$ cat src/rtl/i2c_append_regs.sv
module i2c_append_regs #(
  parameter logic [6:0] DEV_ADDR   = 7'h36,
  parameter int         BYTE_REGS  = 64,
  parameter int         WIDE_REGS  = 16,
  parameter int         WIDE_BYTES = 16,
  parameter logic [7:0] APPEND_SUB = 8'hFE,
  localparam int        OFF_W      = $clog2(WIDE_BYTES)
) (
  input  logic             clk,
  input  logic             rst_n,
  input  logic             scl_i,
  input  logic             sda_i,
  output logic             sda_oe,
  output logic             wr_stb,
  output logic [7:0]       wr_addr,
  output logic [OFF_W-1:0] wr_off,
  output logic [7:0]       wr_data,
  output logic [7:0]       rd_addr,
  input  logic [7:0]       rd_data
);
  localparam logic [8:0]     WIDE_LO = 9'(BYTE_REGS);
  localparam logic [8:0]     WIDE_HI = 9'(BYTE_REGS + WIDE_REGS);
  localparam logic [OFF_W:0] OFF_END = (OFF_W+1)'(WIDE_BYTES);

  typedef enum logic [2:0] {IDLE, ADDR, SUB, WDATA, RDATA} st_t;
  typedef enum logic [1:0] {M_BYTE, M_WIDE, M_DROP} mode_t;

  st_t            st;
  mode_t          mode;
  logic [2:0]     scl_q, sda_q;
  logic [3:0]     bitcnt;
  logic [7:0]     shreg, txreg, ptr, wreg;
  logic [OFF_W:0] woff;
  logic           ack_drv, app_ok;

  always_ff @(posedge clk or negedge rst_n)
    if (!rst_n) begin
      scl_q <= '1;
      sda_q <= '1;
    end else begin
      scl_q <= {scl_q[1:0], scl_i};
      sda_q <= {sda_q[1:0], sda_i};
    end

  wire scl      = scl_q[1];
  wire sda      = sda_q[1];
  wire scl_rise = scl & ~scl_q[2];
  wire scl_fall = ~scl & scl_q[2];
  wire start_c  = scl & scl_q[2] & ~sda & sda_q[2];
  wire stop_c   = scl & scl_q[2] & sda & ~sda_q[2];

  wire       is_byte  = {1'b0, ptr} < WIDE_LO;
  wire       sub_wide = ({1'b0, shreg} >= WIDE_LO) && ({1'b0, shreg} < WIDE_HI);
  wire [7:0] rd_byte  = is_byte ? rd_data : 8'h00;
  assign rd_addr = ptr;

  always_ff @(posedge clk or negedge rst_n) begin
    if (!rst_n) begin
      st <= IDLE; mode <= M_DROP; bitcnt <= '0; shreg <= '0; txreg <= '0;
      ptr <= '0; wreg <= '0; woff <= '0; ack_drv <= 1'b0; app_ok <= 1'b0;
      sda_oe <= 1'b0; wr_stb <= 1'b0; wr_addr <= '0; wr_off <= '0; wr_data <= '0;
    end else begin
      wr_stb <= 1'b0;
      if (start_c) begin
        st <= ADDR; bitcnt <= '0; ack_drv <= 1'b0; sda_oe <= 1'b0;
      end else if (stop_c) begin
        st <= IDLE; ack_drv <= 1'b0; sda_oe <= 1'b0;
      end else if (st != IDLE) begin
        if (scl_rise) begin
          if (bitcnt < 4'd8) begin
            shreg  <= {shreg[6:0], sda};
            bitcnt <= bitcnt + 4'd1;
          end else if (st == RDATA && bitcnt == 4'd8) begin
            if (sda) st <= IDLE;
            else     bitcnt <= 4'd9;
          end
        end else if (scl_fall) begin
          if (st == RDATA) begin
            if (bitcnt == 4'd9) begin
              txreg  <= rd_byte;
              sda_oe <= ~rd_byte[7];
              bitcnt <= '0;
              if (is_byte) ptr <= ptr + 8'd1;
            end else if (bitcnt == 4'd8) begin
              sda_oe <= 1'b0;
            end else if (bitcnt != 4'd0) begin
              sda_oe <= ~txreg[6];
              txreg  <= {txreg[6:0], 1'b0};
            end
          end else if (ack_drv) begin
            ack_drv <= 1'b0; sda_oe <= 1'b0; bitcnt <= '0;
          end else if (bitcnt == 4'd8) begin
            ack_drv <= 1'b1; sda_oe <= 1'b1;
            case (st)
              ADDR:
                if (shreg[7:1] != DEV_ADDR) begin
                  st <= IDLE; ack_drv <= 1'b0; sda_oe <= 1'b0;
                end else if (shreg[0]) begin
                  st <= RDATA; ack_drv <= 1'b0; bitcnt <= 4'd9;
                end else st <= SUB;
              SUB: begin
                ptr <= shreg;
                st  <= WDATA;
                if (shreg == APPEND_SUB) mode <= app_ok ? M_WIDE : M_DROP;
                else if (sub_wide) begin
                  mode <= M_WIDE; app_ok <= 1'b1; wreg <= shreg; woff <= '0;
                end else begin
                  mode <= M_BYTE; app_ok <= 1'b0;
                end
              end
              WDATA:
                case (mode)
                  M_BYTE:
                    if (is_byte) begin
                      wr_stb <= 1'b1; wr_addr <= ptr; wr_off <= '0; wr_data <= shreg;
                      ptr <= ptr + 8'd1;
                    end
                  M_WIDE:
                    if (woff < OFF_END) begin
                      wr_stb <= 1'b1; wr_addr <= wreg; wr_off <= woff[OFF_W-1:0];
                      wr_data <= shreg; woff <= woff + 1'b1;
                    end
                  default: ;
                endcase
              default: ;
            endcase
          end
        end
      end
    end
  end
endmodule

$ cat config.mk
export PLATFORM = sky130hd
export DESIGN_NAME = i2c_append_regs
export DESIGN_NICKNAME = d
export VERILOG_FILES = /design/src/rtl/i2c_append_regs.sv
export SDC_FILE = /design/constraint.sdc
export NUM_CORES = 1
export LEC_CHECK = 0
export ABC_AREA = 1
export BUFFER_PORTS_ARGS = -buffer_cell sky130_fd_sc_hd__buf_2
export CELL_PAD_IN_SITES_DETAIL_PLACEMENT = 2
export CELL_PAD_IN_SITES_GLOBAL_PLACEMENT = 2
export CORE_ASPECT_RATIO = 0.75
export CORE_UTILIZATION = 37
export CTS_CLUSTER_DIAMETER = 200
export CTS_CLUSTER_SIZE = 25
export DETAILED_ROUTE_END_ITERATION = 10
export PLACE_DENSITY = 0.91
export SLEW_MARGIN = 30
export SYNTH_ARGS = -nofsm -noshare
export SYNTH_HDL_FRONTEND = slang
export SYNTH_SLANG_ARGS = --single-unit
$ cat constraint.sdc
create_clock -name clk -period 2.9 [get_ports clk]
set_input_delay 0 -clock clk [delete_from_list [all_inputs] [get_ports clk]]
set_output_delay 0 -clock clk [all_outputs]
set_load 0.02 [all_outputs]
==> impl_metrics.tcl, run 1 <==
set metrics [dict create \
    number_of_antenna_violations_at_the_first_check_in_global_routing 0 \
    final_cell_count_no_fill 709 \
    whs_endpoint "txreg[5]" \
    timing.critical_path.fanout_max 8 \
    final_nets 588 \
    cp_data_arrival_time_ns 2.79 \
    largest_net_degree_at_the_start_of_global_routing 76 \
    route.detailed.vias_per_inst 5.82 \
    fraction_of_layout_cells_with_a_size_suffix_above_1_pct 18.2 \
    worst_slack_ns 0.343 \
    synth_fp_nets 534 \
    syn2layout_area_growth_pct 18.6 \
    pwr_density_cell_nw_per_um2 558 \
    timing_worst_setup_path_type "flop to flop" \
    worst_hold_path_type "primary input to flop" \
    total_die_area_um2 11300 \
    fp.dieH_um 92.5 \
    timing.reg2reg.setup_slack_ns 0.34 \
    wire_length_of_the_first_global_routing_pass_mm 27.6 \
    rows 32 \
    postSynth.asyncResetShare_pct 100 \
    synth_area_per_cell_um2 7.85 \
    fp.dieW_um 123 \
    ctsHtreeMaxLevel 3 \
    cts-resized-gates 0 \
    drcViolationCount 0 \
    synth_enable_flop_cells 0 \
    crit-reg2reg-capture "app_ok" \
    hold_start "rd_data[5]" \
    max_cap_violations 0 \
    initial_standard_cell_utilization_of_the_core_pct 38.6 \
    finalHoldViolations 0 \
    timing.reg2reg.worst_path_depth 7 \
    fin_setup_tns_ns 0 \
    cts_tree "done" \
    clock.fmax_ghz 0.391 \
    io_pins 42 \
    antenna_cells 0 \
    place_congestion 0.872 \
    clock-sinks 75 \
    floorplan.core_area_um2 10500 \
    post-place-cells 683 \
    seq_area_frac_synth_pct 46.7 \
    placed_cell_area_um2 4370 \
    critical_path_required_ns 3.14 \
    dp_worst_setup_slack_ns 0.645 \
    register_area_um2 1890 \
    cts_buffers 9 \
    multi_input_comb_area_um2 1890 \
    vdd_drop_max_v 0.000362 \
    final.period_utilization_pct 88.2 \
    dp_hpwl_mm 9.44 \
    cell_count_after_synthesis 514 \
    power.leakage_nw 2.34 \
    routedWlPerCell_um 24.9 \
    grt_use_total_pct 33.6 \
    finish.instance_area_um2 4790 \
    finClkSkew_ns 0.0161 \
    mappedNetlistArea_um2 4040 \
    max_slew_margin_pct 52.4 \
    yosysWarnings 0 \
    slew_violations 0 \
    postSynthRegisterBits 75 \
    port_buffers 41 \
    dr.first_iter.drc_count 229 \
    cts.root.buffer_cell "sky130_fd_sc_hd__clkbuf_16" \
    hold_depth 3 \
    detailroute.via_count 4123 \
    route.final.wire_length_mm 17.6 \
    tightest_slew_ns 0.714 \
    ant_nets 0 \
    clock_pin_slew_reported_for_the_worst_setup_and_hold_paths_after_clock_tree_synthesis_ns 0.07 \
    setup_repair_after_global_routing_missed_its_margin "false" \
    crit_path_start_kind "flop" \
    cts_buffer_depth 2 \
    worst_skew_pair.late_latency_ns 0.36 \
    fillCellCount 1209 \
    grt_pass1_vias 4655 \
    ys_dominant_reg_cell "sky130_fd_sc_hd__dfrtp_1" \
    regToRegStartpoint "scl_q[2]" \
    run_status "finished clean" \
    globalRoute.totalOverflow 0 \
    layout_min_cycle_time_ns 2.56 \
    drt_first_pass_iters 5 \
    layout_commonest_cell "sky130_fd_sc_hd__nand2_1" \
    ys_types 35 \
    timing.final.setup_violations 0 \
    commonest_cells_after_routing_fill_and_taps_aside "sky130_fd_sc_hd__nand2_1, sky130_fd_sc_hd__dfrtp_1, sky130_fd_sc_hd__nor2_1" \
    timing.critical_path.to_type "flop" \
]
## registers in the layout, summed over array words and instances (netlist names)
register,count
app_ok,1
wr_stb,1
sda_oe,1
wreg,8
scl_q,3
wr_addr,8
bitcnt,4
woff,5
txreg,7
mode,2
wr_data,8
sda_q,3
st,3
shreg,8
wr_off,4
rd_addr,8
ack_drv,1
## worst max-delay path, stage by stage, from the launching register on
cell and delay, ns:
sky130_fd_sc_hd__dfstp_2 0.57, sky130_fd_sc_hd__inv_1 0.07, sky130_fd_sc_hd__ha_1 0.30, sky130_fd_sc_hd__nor2_1 0.21
sky130_fd_sc_hd__nand2_1 0.28, sky130_fd_sc_hd__nor3_2 0.52, sky130_fd_sc_hd__nand2_1 0.21, sky130_fd_sc_hd__o21ai_1 0.29
## synth_stat cells (2+ instances only)
| cell | instances | area (um^2) |
|---|---|---|
| sky130_fd_sc_hd__nor2_1 | 51 | 191 |
| sky130_fd_sc_hd__a22oi_1 | 6 | 45.0 |
| sky130_fd_sc_hd__o21a_1 | 4 | 30.0 |
| sky130_fd_sc_hd__nand4_1 | 12 | 75.1 |
| sky130_fd_sc_hd__a21oi_1 | 6 | 30.0 |
| sky130_fd_sc_hd__dfstp_2 | 7 | 184 |
| sky130_fd_sc_hd__o21ai_0 | 35 | 175 |
| sky130_fd_sc_hd__nand3_1 | 42 | 210 |
| sky130_fd_sc_hd__o21ai_1 | 19 | 95.1 |
| sky130_fd_sc_hd__clkbuf_1 | 2 | 7.51 |
| sky130_fd_sc_hd__xnor2_1 | 3 | 26.3 |
| sky130_fd_sc_hd__nor2_4 | 2 | 22.5 |
| sky130_fd_sc_hd__nand3_2 | 3 | 30.0 |
| sky130_fd_sc_hd__nand2_2 | 2 | 12.5 |
| sky130_fd_sc_hd__inv_2 | 10 | 37.5 |
| sky130_fd_sc_hd__inv_1 | 44 | 165 |
| sky130_fd_sc_hd__nand2_1 | 143 | 537 |
| sky130_fd_sc_hd__nor3_1 | 13 | 65.1 |
| sky130_fd_sc_hd__buf_6 | 2 | 22.5 |
| sky130_fd_sc_hd__ha_1 | 8 | 100 |
| sky130_fd_sc_hd__buf_2 | 5 | 25.0 |
| sky130_fd_sc_hd__nor2_2 | 4 | 25.0 |
| sky130_fd_sc_hd__dfrtp_1 | 68 | 1700 |
| sky130_fd_sc_hd__mux2_2 | 2 | 22.5 |
| sky130_fd_sc_hd__nor3_4 | 2 | 32.5 |
| sky130_fd_sc_hd__o21ai_2 | 10 | 87.6 |
## report_power, final
part	switching, mW	internal [mW]	total [mW]
sequential	0.0534	1.08	1.13
clock	0.505	0.758	1.26
combinational	0.204	0.0744	0.278
## per-stage QoR
| stage | power, mW | hold WS, ns | utilization (%) |
|---|---|---|---|
| 3_5_place_dp | 1.38 | 0.107 | 41.8 |
| 6_report | 2.67 | 0.0260 | 45.8 |
| 2_1_floorplan | 1.28 | -0.296 | - |
| 5_1_grt | 2.74 | 0.0573 | 45.8 |
| 3_3_place_gp | 1.37 | 0.105 | 41.8 |
| 4_1_cts | 2.63 | 0.0225 | 45.8 |
## layer usage
layer  track usage (%)  wire (um)
met5                 0          0
met2              55.1       8600
met4              15.5        653
met3              9.05        906
met1              40.9       7480
## kinds of logic (layout without fill, tap and decap cells)
family          count (synthesis)  in the layout  share of synthesized area (%)
simple gates                  279            279                           31.0
compound gates                 82             82                           11.8
flops                          75             75                           46.7
buf+inv                        64            123                           6.57
fa+ha+maj                       8              8                           2.48
xor+xnor                        4              4                          0.868
mux                             2              2                          0.558
## timing repair
action                                  in CTS  in global routing
buffers inserted                             0                  0
hold buffers                                10                  0
hold endpoints to repair                    77                  0
endpoints found under the setup margin       0                  0
## worst max-delay path by stage
stage | start | to | slack [ns] | cells past startpoint
floorplan | scl_q[2] | wr_addr[0] | 1.05 | 10
global placement | scl_q[2] | wr_off[0] | 0.84 | 8
detailed placement | scl_q[1] | wr_addr[3] | 0.64 | 9
CTS | scl_q[1] | wr_addr[2] | 0.54 | 9
global route | scl_q[2] | wr_addr[2] | 0.32 | 8
finish | scl_q[2] | app_ok | 0.34 | 7
## cell type report
class / instances / share of cell area [%]
clock inverter: 6 / 1.83
sequential: 75 / 39.4
timing repair buffer: 53 / 6.82
clock buffer: 10 / 4.78
inverter: 54 / 4.23
multi-input combinational: 375 / 39.4
tap: 136 / 3.55
Note: power is estimated with default switching activity, not from simulation.
==> run 2: changes to the inputs <==
Settings changed: PLACE_DENSITY 0.91 to unset, PLACE_DENSITY_LB_ADDON set to 0.12.
==> impl_metrics.tcl, run 2 (synthesized netlist as in run 1, its figures left out) <==
set metrics [dict create \
    run_status "finished clean" \
    path_buf_inv 0 \
    place_congestion 0.878 \
    cp_data_arrival_time_ns 2.52 \
    pwr_density_cell_nw_per_um2 524 \
    fp.dieH_um 92.5 \
    max_slew_margin_pct 53.7 \
    setup_repair_after_global_routing_missed_its_margin "false" \
    timing.critical_path.fanout_max 37 \
    timing.final.setup_violations 0 \
    cts_buffer_depth 2 \
    wire_length_of_the_first_global_routing_pass_mm 22.4 \
    combinationalPowerShare_pct 9.8 \
    power.leakage_nw 2.33 \
    crit_path_start_kind "flop" \
    fp.dieW_um 123 \
    final_cell_count_no_fill 710 \
    clock-sinks 75 \
    detailroute.via_count 3800 \
    ant_nets 0 \
    layout_min_cycle_time_ns 2.25 \
    worst_skew_pair.late_latency_ns 0.35 \
    initial_standard_cell_utilization_of_the_core_pct 38.6 \
    slew_violations 0 \
    worst_path_most_repeated_cell "sky130_fd_sc_hd__nand2_1" \
    power.switching_mw 0.681 \
    rows 32 \
    cts_buffers 9 \
    cts.root.buffer_cell "sky130_fd_sc_hd__clkbuf_16" \
    drcViolationCount 0 \
    antenna_cells 0 \
    final_nets 589 \
    dr.first_iter.drc_count 203 \
    sequential_group_share_of_total_power_pct 45.2 \
    cp_cell_sequence "ha_1, nand2_1, nor2_1, nor2_1, nand2_1, nor2_4, nand2_4, nand2_1, o21ai_2" \
    switching_share_pct 27.2 \
    cts-resized-gates 0 \
    drt_first_pass_iters 4 \
    share_clk_of_total_power_pct 45.0 \
    clock_pin_slew_reported_for_the_worst_setup_and_hold_paths_after_clock_tree_synthesis_ns 0.06 \
    io_pins 42 \
    globalRoute.totalOverflow 0 \
    layout_commonest_cell "sky130_fd_sc_hd__nand2_1" \
    worstSetupStartpoint "scl_q[1]" \
    largest_net_degree_at_the_start_of_global_routing 76 \
    critical_path_cell_with_the_highest_stage_delay "sky130_fd_sc_hd__dfstp_2" \
    total_power_mw 2.50 \
    syn2layout_area_growth_pct 18.3 \
    commonest_cells_after_routing_fill_and_taps_aside "sky130_fd_sc_hd__nand2_1, sky130_fd_sc_hd__dfrtp_1, sky130_fd_sc_hd__nor2_1" \
    total_die_area_um2 11300 \
    route.detailed.vias_per_inst 5.35 \
    cts_tree "done" \
    finClkSkew_ns 0.00714 \
    fraction_of_layout_cells_with_a_size_suffix_above_1_pct 18.1 \
    cpLargestDelayFamily "simple AND/OR/NAND/NOR gates" \
    finalHoldViolations 0 \
    regToRegStartpoint "scl_q[1]" \
    clock.fmax_ghz 0.445 \
    ctsHtreeMaxLevel 3 \
    timing.critical_path.slowest_cell_delay_ns 0.56 \
    post-place-cells 683 \
    timing_worst_setup_path_type "flop to flop" \
    cts_setup_buffers 0 \
    grt_use_total_pct 26.1 \
    internal-power_mw 1.82 \
    dp_hpwl_mm 9.49 \
    port_buffers 41 \
    vdd_drop_max_v 0.000362 \
    floorplan.core_area_um2 10500 \
    tightest_slew_ns 0.694 \
    fin_setup_tns_ns 0 \
    postCtsHoldBufs 11 \
    final.period_utilization_pct 77.6 \
    timing.critical_path.to_type "flop" \
    worst_hold_path_type "primary input to asynchronous set/reset pin" \
    routedWlPerCell_um 19.0 \
    max_cap_violations 0 \
    critical_path_required_ns 3.17 \
    route.final.wire_length_mm 13.5 \
    number_of_antenna_violations_at_the_first_check_in_global_routing 0 \
    grt_pass1_vias 4075 \
]
## run 2: cell types whose count changed in the layout (fill, tap and decap cells not counted), sizes merged
cell | previous run | this run
bufinv | 2 | 1
inv | 56 | 55
clkinvlp | 0 | 2
dlygate4sd3 | 10 | 11
## run 2: final cells by class
cell class / instances / area (um^2)
Fill cell: 1190 / 5680
Sequential cell: 75 / 1890
Multi-Input combinational cell: 375 / 1890
Timing Repair Buffer: 54 / 337
Clock buffer: 10 / 229
Inverter: 54 / 203
Tap cell: 136 / 170
Clock inverter: 6 / 63.8
## run 2: worst paths after layout
| path | to | slack [ns] | cells after the start |
|---|---|---|---|
| hold / removal | wr_addr[4] | 0.24 | 2 |
| hold reg to reg | scl_q[1] | 0.36 | 0 |
| setup reg to reg | wr_addr[7] | 0.65 | 9 |
| min in group clk | scl_q[0] | 0.30 | 2 |
| setup / recovery | wr_addr[7] | 0.65 | 9 |
| max in group asynchronous | bitcnt[2] | 2.17 | 2 |
## run 2: routing by layer
layer  GRT usage, %  vias to the layer above  share of wire, %
li1               -                     1792                 -
met1           36.2                     1943                49
met2           41.8                       48                47
met3           4.74                       17               2.6
met4           6.91                        0               1.2
met5              0                        -                 0
## run 2: power by group through the flow
stage / registers (mW) / clock network, mW / logic [mW]
4_1_cts: 1.13 / 1.16 / 0.246
6_report: 1.13 / 1.13 / 0.246
5_1_grt: 1.14 / 1.20 / 0.278
3_5_place_dp: 1.15 / 0 / 0.233
2_1_floorplan: 1.13 / 0 / 0.149
3_3_place_gp: 1.15 / 0 / 0.224
## run 2: through the flow
stage / hold slack, ns / area, um^2 / util (%) / setup WS, ns
2_1_floorplan: -0.296 / 4040 / - / 1.05
3_3_place_gp: 0.107 / 4370 / 41.8 / 0.834
3_5_place_dp: 0.107 / 4370 / 41.8 / 0.715
4_1_cts: 0.278 / 4770 / 45.6 / 0.597
5_1_grt: 0.291 / 4770 / 45.7 / 0.466
6_report: 0.238 / 4770 / 45.7 / 0.650
